**config.mk**
```make
export PLATFORM = sky130hd
export DESIGN_NAME = pbit_top
export DESIGN_NICKNAME = d
export VERILOG_FILES = /design/src/rtl/pbit_pkg.sv /design/src/rtl/pbit_ctrl.sv /design/src/rtl/pbit_datapath.sv /design/src/rtl/pbit_top.sv
export SDC_FILE = /design/constraint.sdc
export NUM_CORES = 1
export LEC_CHECK = 0
export BUFFER_PORTS_ARGS = -buffer_cell sky130_fd_sc_hd__buf_4
export CAP_MARGIN = 20
export CELL_PAD_IN_SITES_DETAIL_PLACEMENT = 0
export CELL_PAD_IN_SITES_GLOBAL_PLACEMENT = 1
export CORE_MARGIN = 2
export CORE_UTILIZATION = 39
export DETAILED_ROUTE_END_ITERATION = 8
export PLACE_DENSITY = 0.74
export SYNTH_ARGS = -nofsm -noshare
export SYNTH_HDL_FRONTEND = slang
export SYNTH_SLANG_ARGS = --single-unit
```
**constraint.sdc**
```tcl
create_clock -name clk -period 3.32 [get_ports clk]
set_input_delay 0.166 -clock clk [delete_from_list [all_inputs] [get_ports clk]]
set_output_delay 0.166 -clock clk [all_outputs]
set_load 0.05 [all_outputs]
```
**src/rtl/pbit_pkg.sv**
```systemverilog
package pbit_pkg;
  // Strobes passed from control to datapath each cycle
  typedef struct packed {
    logic clear;     // synchronous reset
    logic loadSeed;  // replace random state with seed
    logic step;      // advance random state and take a sample
  } pbitStrobe_t;
endpackage

```
**src/rtl/pbit_ctrl.sv**
```systemverilog
module pbit_ctrl
  import pbit_pkg::*;
(
  input  logic        clk,
  input  logic        rst,
  input  logic        seedLoad,
  input  logic        updateEn,
  output pbitStrobe_t strobe,
  output logic        sampleValid
);
  // Priority: reset, then seed load, then update
  always_comb begin
    strobe.clear    = rst;
    strobe.loadSeed = !rst && seedLoad;
    strobe.step     = !rst && !seedLoad && updateEn;
  end

  always_ff @(posedge clk) begin
    if (strobe.clear) sampleValid <= 1'b0;
    else              sampleValid <= strobe.step;
  end
endmodule

```
**src/rtl/pbit_datapath.sv**
```systemverilog
module pbit_datapath
  import pbit_pkg::*;
#(
  parameter int IN_W   = 16,
  parameter int RND_W  = 16,
  parameter int ADDR_W = 6,
  parameter int SHIFT  = 8,
  parameter logic [RND_W-1:0] TAP_MASK   = 16'hB400,
  parameter logic [RND_W-1:0] RESET_SEED = 16'hACE1
) (
  input  logic                   clk,
  input  pbitStrobe_t            strobe,
  input  logic [RND_W-1:0]       seedValue,
  input  logic signed [IN_W-1:0] drive,
  output logic [RND_W-1:0]       rndWord,
  output logic                   sampleBit
);
  localparam int DEPTH = 1 << ADDR_W;
  localparam int HALF  = DEPTH / 2;
  localparam int MID   = 1 << (RND_W - 1);
  localparam logic signed [IN_W-1:0] K_MAX = IN_W'(HALF - 1);
  localparam logic signed [IN_W-1:0] K_MIN = IN_W'(-HALF);

  // Soft-sign curve: monotonic, centred at MID, saturating toward both rails
  function automatic logic [RND_W-1:0] actEntry(input int k);
    int mag;
    int lvl;
    mag = (k < 0) ? -k : k;
    lvl = MID + ((MID - 1) * k) / (mag + 2);
    return RND_W'(lvl);
  endfunction

  logic [RND_W-1:0] actLut [DEPTH];
  for (genvar i = 0; i < DEPTH; i++) begin : g_lut
    assign actLut[i] = actEntry(i - HALF);
  end

  // Saturating address from the upper bits of the drive
  logic signed [IN_W-1:0] scaled;
  logic [ADDR_W-1:0]      lutAddr;
  logic [RND_W-1:0]       actLevel;
  assign scaled = drive >>> SHIFT;
  always_comb begin
    if (scaled > K_MAX)      lutAddr = '1;
    else if (scaled < K_MIN) lutAddr = '0;
    else                     lutAddr = {~scaled[ADDR_W-1], scaled[ADDR_W-2:0]};
  end
  assign actLevel = actLut[lutAddr];

  // Fibonacci shift register
  logic [RND_W-1:0] lfsrQ, lfsrNext;
  assign lfsrNext = {lfsrQ[RND_W-2:0], ^(lfsrQ & TAP_MASK)};

  always_ff @(posedge clk) begin
    if (strobe.clear) begin
      lfsrQ     <= RESET_SEED;
      sampleBit <= 1'b0;
    end else if (strobe.loadSeed) begin
      lfsrQ <= (seedValue == '0) ? RND_W'(1) : seedValue;
    end else if (strobe.step) begin
      lfsrQ     <= lfsrNext;
      sampleBit <= (actLevel > lfsrNext);
    end
  end

  assign rndWord = lfsrQ;
endmodule

```
**src/rtl/pbit_top.sv**
```systemverilog
module pbit_top
  import pbit_pkg::*;
#(
  parameter int IN_W   = 16,
  parameter int RND_W  = 16,
  parameter int ADDR_W = 6,
  parameter int SHIFT  = 8,
  parameter logic [RND_W-1:0] TAP_MASK   = 16'hB400,
  parameter logic [RND_W-1:0] RESET_SEED = 16'hACE1
) (
  input  logic                   clk,
  input  logic                   rst,
  input  logic                   seedLoad,
  input  logic [RND_W-1:0]       seedValue,
  input  logic                   updateEn,
  input  logic signed [IN_W-1:0] drive,
  output logic                   sampleBit,
  output logic                   sampleValid
);
  pbitStrobe_t      strobe;
  logic [RND_W-1:0] rndWord;

  pbit_ctrl u_ctrl (
    .clk(clk), .rst(rst), .seedLoad(seedLoad), .updateEn(updateEn),
    .strobe(strobe), .sampleValid(sampleValid)
  );

  pbit_datapath #(
    .IN_W(IN_W), .RND_W(RND_W), .ADDR_W(ADDR_W), .SHIFT(SHIFT),
    .TAP_MASK(TAP_MASK), .RESET_SEED(RESET_SEED)
  ) u_dp (
    .clk(clk), .strobe(strobe), .seedValue(seedValue), .drive(drive),
    .rndWord(rndWord), .sampleBit(sampleBit)
  );
endmodule

```
Word-level counts from Yosys, hierarchy flattened
Memories as Yosys holds them, arrays and structs flattened. Index checks and enable logic that the tools add are counted.

Register bits after elaboration: 18. Bits in latches: 0. Memory bits (writable): 0. Bits in read-only memories: 1024. Input bits: 36. Memories kept: 1.

Add/sub/neg operators: 0. Multipliers: 0. Divide/modulo/power cells: 0. Order comparisons: 4. Equality and inequality tests: 0. Shift-type cells: 0. Multiplexer cells: 7. Bitwise operators: 3. Reduce and logical (&&, ||, !) cells: 9.

Memory list: (no name shown) (words 64, width 16, read ports 1, clocked after Yosys merged registers in 0, write ports 0, line pbit_datapath.sv:48) `assign actLevel = actLut[lutAddr];`.

Operator list (count): 16-bit 2-to-1 mux (5); 16-bit greater-than comparator (1); 16-bit zero test (1); 16-bit parity (1); 6-bit 2-to-1 mux (2); 8-bit by 6-bit greater-than comparator with 1-bit output (second input constant) (1); 8-bit by 6-bit less-than comparator with 1-bit output (second input constant) (1); 7-bit greater-or-equal comparator (second input constant) (1); 6-bit inverter with 7-bit output (1); 1-bit logical AND (3); 1-bit zero test (2); 1-bit inverter (2); 2-bit AND reduction (1); 2-bit nonzero test (1).

Longest topological paths before layout
Word-level depth: 8. Depth in mapped cells: 22. Gate-level depth less buffers: 18.

Cells and area by module
From an unflattened synthesis, not the netlist that was laid out.

Cells, all modules: 470. Area total of the unflattened synthesis: 3149.3 µm².

By module, submodules not included: pbit_datapath (times used 1, cells each 465, area an instance 3098.0 µm², seq. area each 340.3 µm²); pbit_ctrl (times used 1, cells each 5, area an instance 51.3 µm², seq. area each 20.0 µm²).

Worst setup path after synthesis
OpenSTA, ideal clock, no wires.

Kind: input to register. Start: in drive[15]. End: reg u_dp.sampleBit. Arrival time: 3.286 ns. Required time: 3.204 ns. Setup slack: -0.082 ns. Cell stages on the path: 17. Path buffers: 4. Cells stage by stage: buf_4 -> buf_2 -> buf_2 -> nand2_1 -> a21o_1 -> ha_1 -> clkbuf_1 -> o22ai_1 -> a2111oi_0 -> a211o_1 -> ha_1 -> a21o_1 -> a21o_1 -> a21oi_1 -> o21a_1 -> nor2_1 -> o211a_1.

Word-level cells in the longest chain between the ends: 8.

RTL lines: from (decl) (line pbit_top.sv:16) `input logic signed [IN_W-1:0] drive,`; 8-bit by 6-bit less-than comparator with 1-bit output (line pbit_datapath.sv:45) `else if (scaled < K_MIN) lutAddr = '0;`; 6-bit 2-to-1 mux (line pbit_datapath.sv:45); 6-bit 2-to-1 mux (*) (line pbit_datapath.sv:44) `if (scaled > K_MAX) lutAddr = '1;`; 6-bit inverter with 7-bit output (implied by the code) (*) (line pbit_datapath.sv:48); memory 64 x 16 bit (*); 16-bit 2-to-1 mux (implied by the code) (*) (2 in a row) (line pbit_datapath.sv:48); 16-bit greater-than comparator (*) (line pbit_datapath.sv:62) `sampleBit <= (actLevel > lfsrNext);`; to (signal assigned) (line pbit_datapath.sv:62); to (decl) (line pbit_datapath.sv:16) `output logic sampleBit`.

Every way passes the cells marked *; elsewhere a longest branch is shown, timed or not. The select of a mux whose other input is x is not followed. A chain may end at the register's enable or synchronous reset.

Worst setup path after layout
Start: in drive[13]. End: reg u_dp.sampleBit.

Word-level cells in the longest chain between the ends: 8.

RTL lines (line): 8-bit by 6-bit less-than comparator with 1-bit output / 1-bit inverter (equally long branches) (pbit_datapath.sv:45, pbit_datapath.sv:46); 6-bit 2-to-1 mux (pbit_datapath.sv:45); 6-bit 2-to-1 mux (*) (pbit_datapath.sv:44); 6-bit inverter with 7-bit output (implied by the code) (*) (pbit_datapath.sv:48); memory 64 x 16 bit (*); 16-bit 2-to-1 mux (implied by the code) (*) (2 in a row) (pbit_datapath.sv:48); 16-bit greater-than comparator (*) (pbit_datapath.sv:62).

Marks and branches as above.

==> impl_metrics.py <==
metrics = {
    "yosys": {
        "ys_top_cells_by_count": "nor2_1 (51), nand2_1 (50), a21oi_1 (47), ha_1 (30), inv_1 (25)",
        "synth_top_area_cell": "ha_1",
        "synth_warnings": 0,
        "synth_nets": 532,
        "yosysTopAreaCellShare_pct": 11.61,
        "syn_area_um2": 3232,
        "synth.most_common_cell": "nor2_1",
        "synth_ff_type": "dfxtp_1",
        "ys_seq_elements": 18,
        "yosys-top-cells-area": "ha_1 (12%), dfxtp_1 (11%), a21oi_1 (7.3%)",
        "syn_avg_cell_area_um2": 6.935,
        "seq_area_frac_synth_pct": 11.15,
        "synth-async-reset-ratio_pct": 0,
        "synth_cells": 466,
        "synth_edf_count": 0,
        "ys_types": 74,
    },
    "global_route": {
        "grt_pass1_vias": 3686,
        "grt_max_degree": 34,
        "antenna_found_initial": 0,
        "grt.total_usage_pct": 28.30,
        "grt-ovfl-total": 0,
        "grt_pass1_wl_um": 19780,
    },
    "cts": {
        "clkTransAtPathRegs_ns": 0.07,
        "cts_tree": "yes",
        "htreeDepth": 1,
        "postCtsResizedCells": 0,
        "cts_num_sinks": 18,
        "post_cts_buffers": 0,
        "cts_inserted_buffers": 3,
        "root_buffer": "clkbuf_8",
        "clock_path_buffers": 2,
        "clkLatencyLatePin_ns": 0.25,
        "cts_hold_buf": 0,
    },
    "status": {
        "status": "complete, no violations",
    },
    "min_path": {
        "hold_start": "seedValue[15]",
        "holdPathStages": 3,
        "hp-class": "in -> reg",
        "hold-path-endpoint": "u_dp.rndWord[15]",
    },
    "routing": {
        "top_layer": "met4",
        "wl_per_cell_um": 19.83,
        "route.detailed.drc": 0,
        "avgViaCountPerCell": 6.264,
        "vias": 3940,
        "ant_nets": 0,
        "dr_wl_met3_um": 1214,
        "wl_met2_um": 5395,
        "drt-initial-drc-count": 406,
        "dr.pass1.iters": 5,
        "m1WireLength_um": 5555,
        "wl_um": 12470,
    },
    "power_and_ir_drop": {
        "power_uw": 1061,
        "power.internal_uw": 595.3,
        "p_leak_uw": 0.001760,
        "powerDensity_nw_per_um2": 271.9,
        "p_clk_share_pct": 14.5,
        "p_sw_uw": 465.5,
        "swShare_pct": 43.88,
        "ir_drop_mv": 0.1413,
        "combPwrFrac_pct": 62.6,
        "pwr-share-seq_pct": 22.8,
    },
    "die": {
        "start_util_pct": 39.73,
        "rows": 33,
        "die_area_um2": 9031,
        "io_pins": 38,
        "die_y_um": 95.03,
        "die_w_um": 95.03,
        "coreArea_um2": 8134,
    },
    "timing": {
        "worst_slew_pin_slew_ns": 0.5611,
        "setup_violations": 0,
        "max-slew-margin-rel_pct": 62.60,
        "clock_skew_ns": 0.0009395,
        "whs_ns": 0.1375,
        "post-route-period-util_pct": 91.94,
        "fin_crit_ns": 3.052,
        "report.final.slew_viol_count": 0,
        "finalHoldViolCount": 0,
        "fmax_ghz": 0.3276,
        "rsz0062_at_grt": "false",
    },
    "critical_path": {
        "crit_fanout": 7,
        "path_class": "in -> reg",
        "arrival_ns": 3.20,
        "required_ns": 3.47,
        "reg2reg_depth": 9,
        "worstReg2RegStart": "u_dp.rndWord[13]",
        "start_kind": "input pin",
        "end_kind": "flop",
        "cp-startpoint": "drive[13]",
        "r2r_slack_ns": 1.52,
        "reg2reg_to": "u_dp.sampleBit",
    },
    "layout": {
        "nNetsFinal": 592,
        "antennaDiodeCount": 0,
        "utilization_pct": 47.96,
        "drive_gt1_share_pct": 22.90,
        "area_growth_syn_to_layout_pct": 20.71,
    },
    "placement": {
        "gp_congestion": 1.020,
        "dpl.hpwl_um": 9959,
        "portBuffers": 29,
    },
    "job": {
        "drv_cap": 0,
    },
}
==> routing by layer <==
layer / track usage, % / vias up
met2: 42.79 / 225
li1: - / 1846
met1: 40.93 / 1836
met3: 5.375 / 33
met4: 7.488 / 0
met5: 0 / -
==> cell families (layout without fill, tap and decap cells) <==
family          count (synthesis)  in the layout  share of synthesized area (%)
mux                            20             20                          6.194
flops                          18             18                          11.15
compound gates                171            171                          37.90
fa+ha+maj                      30             30                          11.61
buf+inv                        68            126                          10.10
simple gates                  156            156                          22.22
xor+xnor                        3              3                         0.8132
==> cell usage in the layout (no fill, tap or decap), types with 6 or more instances in the layout <==
cell type / synthesis / final
buf_4: 2 / 95
nor2_1: 51 / 51
o21ai_0: 19 / 19
a31oi_1: 8 / 8
o211ai_1: 8 / 8
inv_1: 25 / 25
nand2_1: 50 / 50
a211oi_1: 8 / 8
nor3_1: 12 / 12
nand3_1: 6 / 6
dfxtp_1: 18 / 18
ha_1: 30 / 28
a21o_1: 8 / 8
a21oi_1: 47 / 47
mux2i_1: 20 / 20
a221oi_1: 8 / 8
==> through the flow <==
step	worst slack (ns)	setup TNS (ns)	area (µm²)	cells
6_report	0.2677	0	3901	629
5_1_grt	0.009647	0	3901	629
4_1_cts	0.2030	0	3896	629
3_5_place_dp	-0.08561	-0.08561	3855	626
3_3_place_gp	-0.01658	-0.01658	3855	626
2_1_floorplan	0.01940	0	3234	466
==> critical path: stages <==
cell and delay (ns):
buf_4 0.14, nor2_1 0.10, nor2_1 0.04, a21o_1 0.22, buf_4 0.18, ha_1 0.22
buf_4 0.17, o21ai_0 0.23, nand3_1 0.11, o211ai_1 0.10, nand4_1 0.13, o311ai_1 0.13
ha_1 0.31, a21o_1 0.16, a21o_1 0.17, a21oi_1 0.21, o21a_1 0.14, nor2_1 0.04
o211a_1 0.21
==> how the worst max path moves through the flow <==
stage / slack, ns / cells past startpoint / end
6_report: 0.27 / 19 / u_dp.sampleBit
5_1_grt: 0.01 / 19 / u_dp.sampleBit
4_1_cts: 0.20 / 18 / u_dp.sampleBit
3_5_place_dp: -0.09 / 18 / u_dp.sampleBit
3_3_place_gp: -0.02 / 18 / u_dp.sampleBit
2_1_floorplan: 0.02 / 21 / u_dp.sampleBit
==> flip-flops by register name (all words and copies together) (netlist names) <==
signal / cells
u_ctrl.sampleValid: 1
u_dp.rndWord: 16
u_dp.sampleBit: 1
==> cell type report <==
cell class                 instances  area [µm²]
fill                             839        4233
multi-input combinational        380        2550
timing repair buffer              95       713.2
sequential                        18       360.3
tap                              105       131.4
inverter                          28       105.1
clock buffer                       3       41.29
==> power by group through the flow <==
stage	sequential (µW)	clock (µW)	combinational, µW
final	242	154	664
after global routing	244	169	724
after floorplan	248	0	408
after global placement	247	0	640
after CTS	242	159	649
after detailed placement	247	0	647
Power figures use the tool's default switching activity.
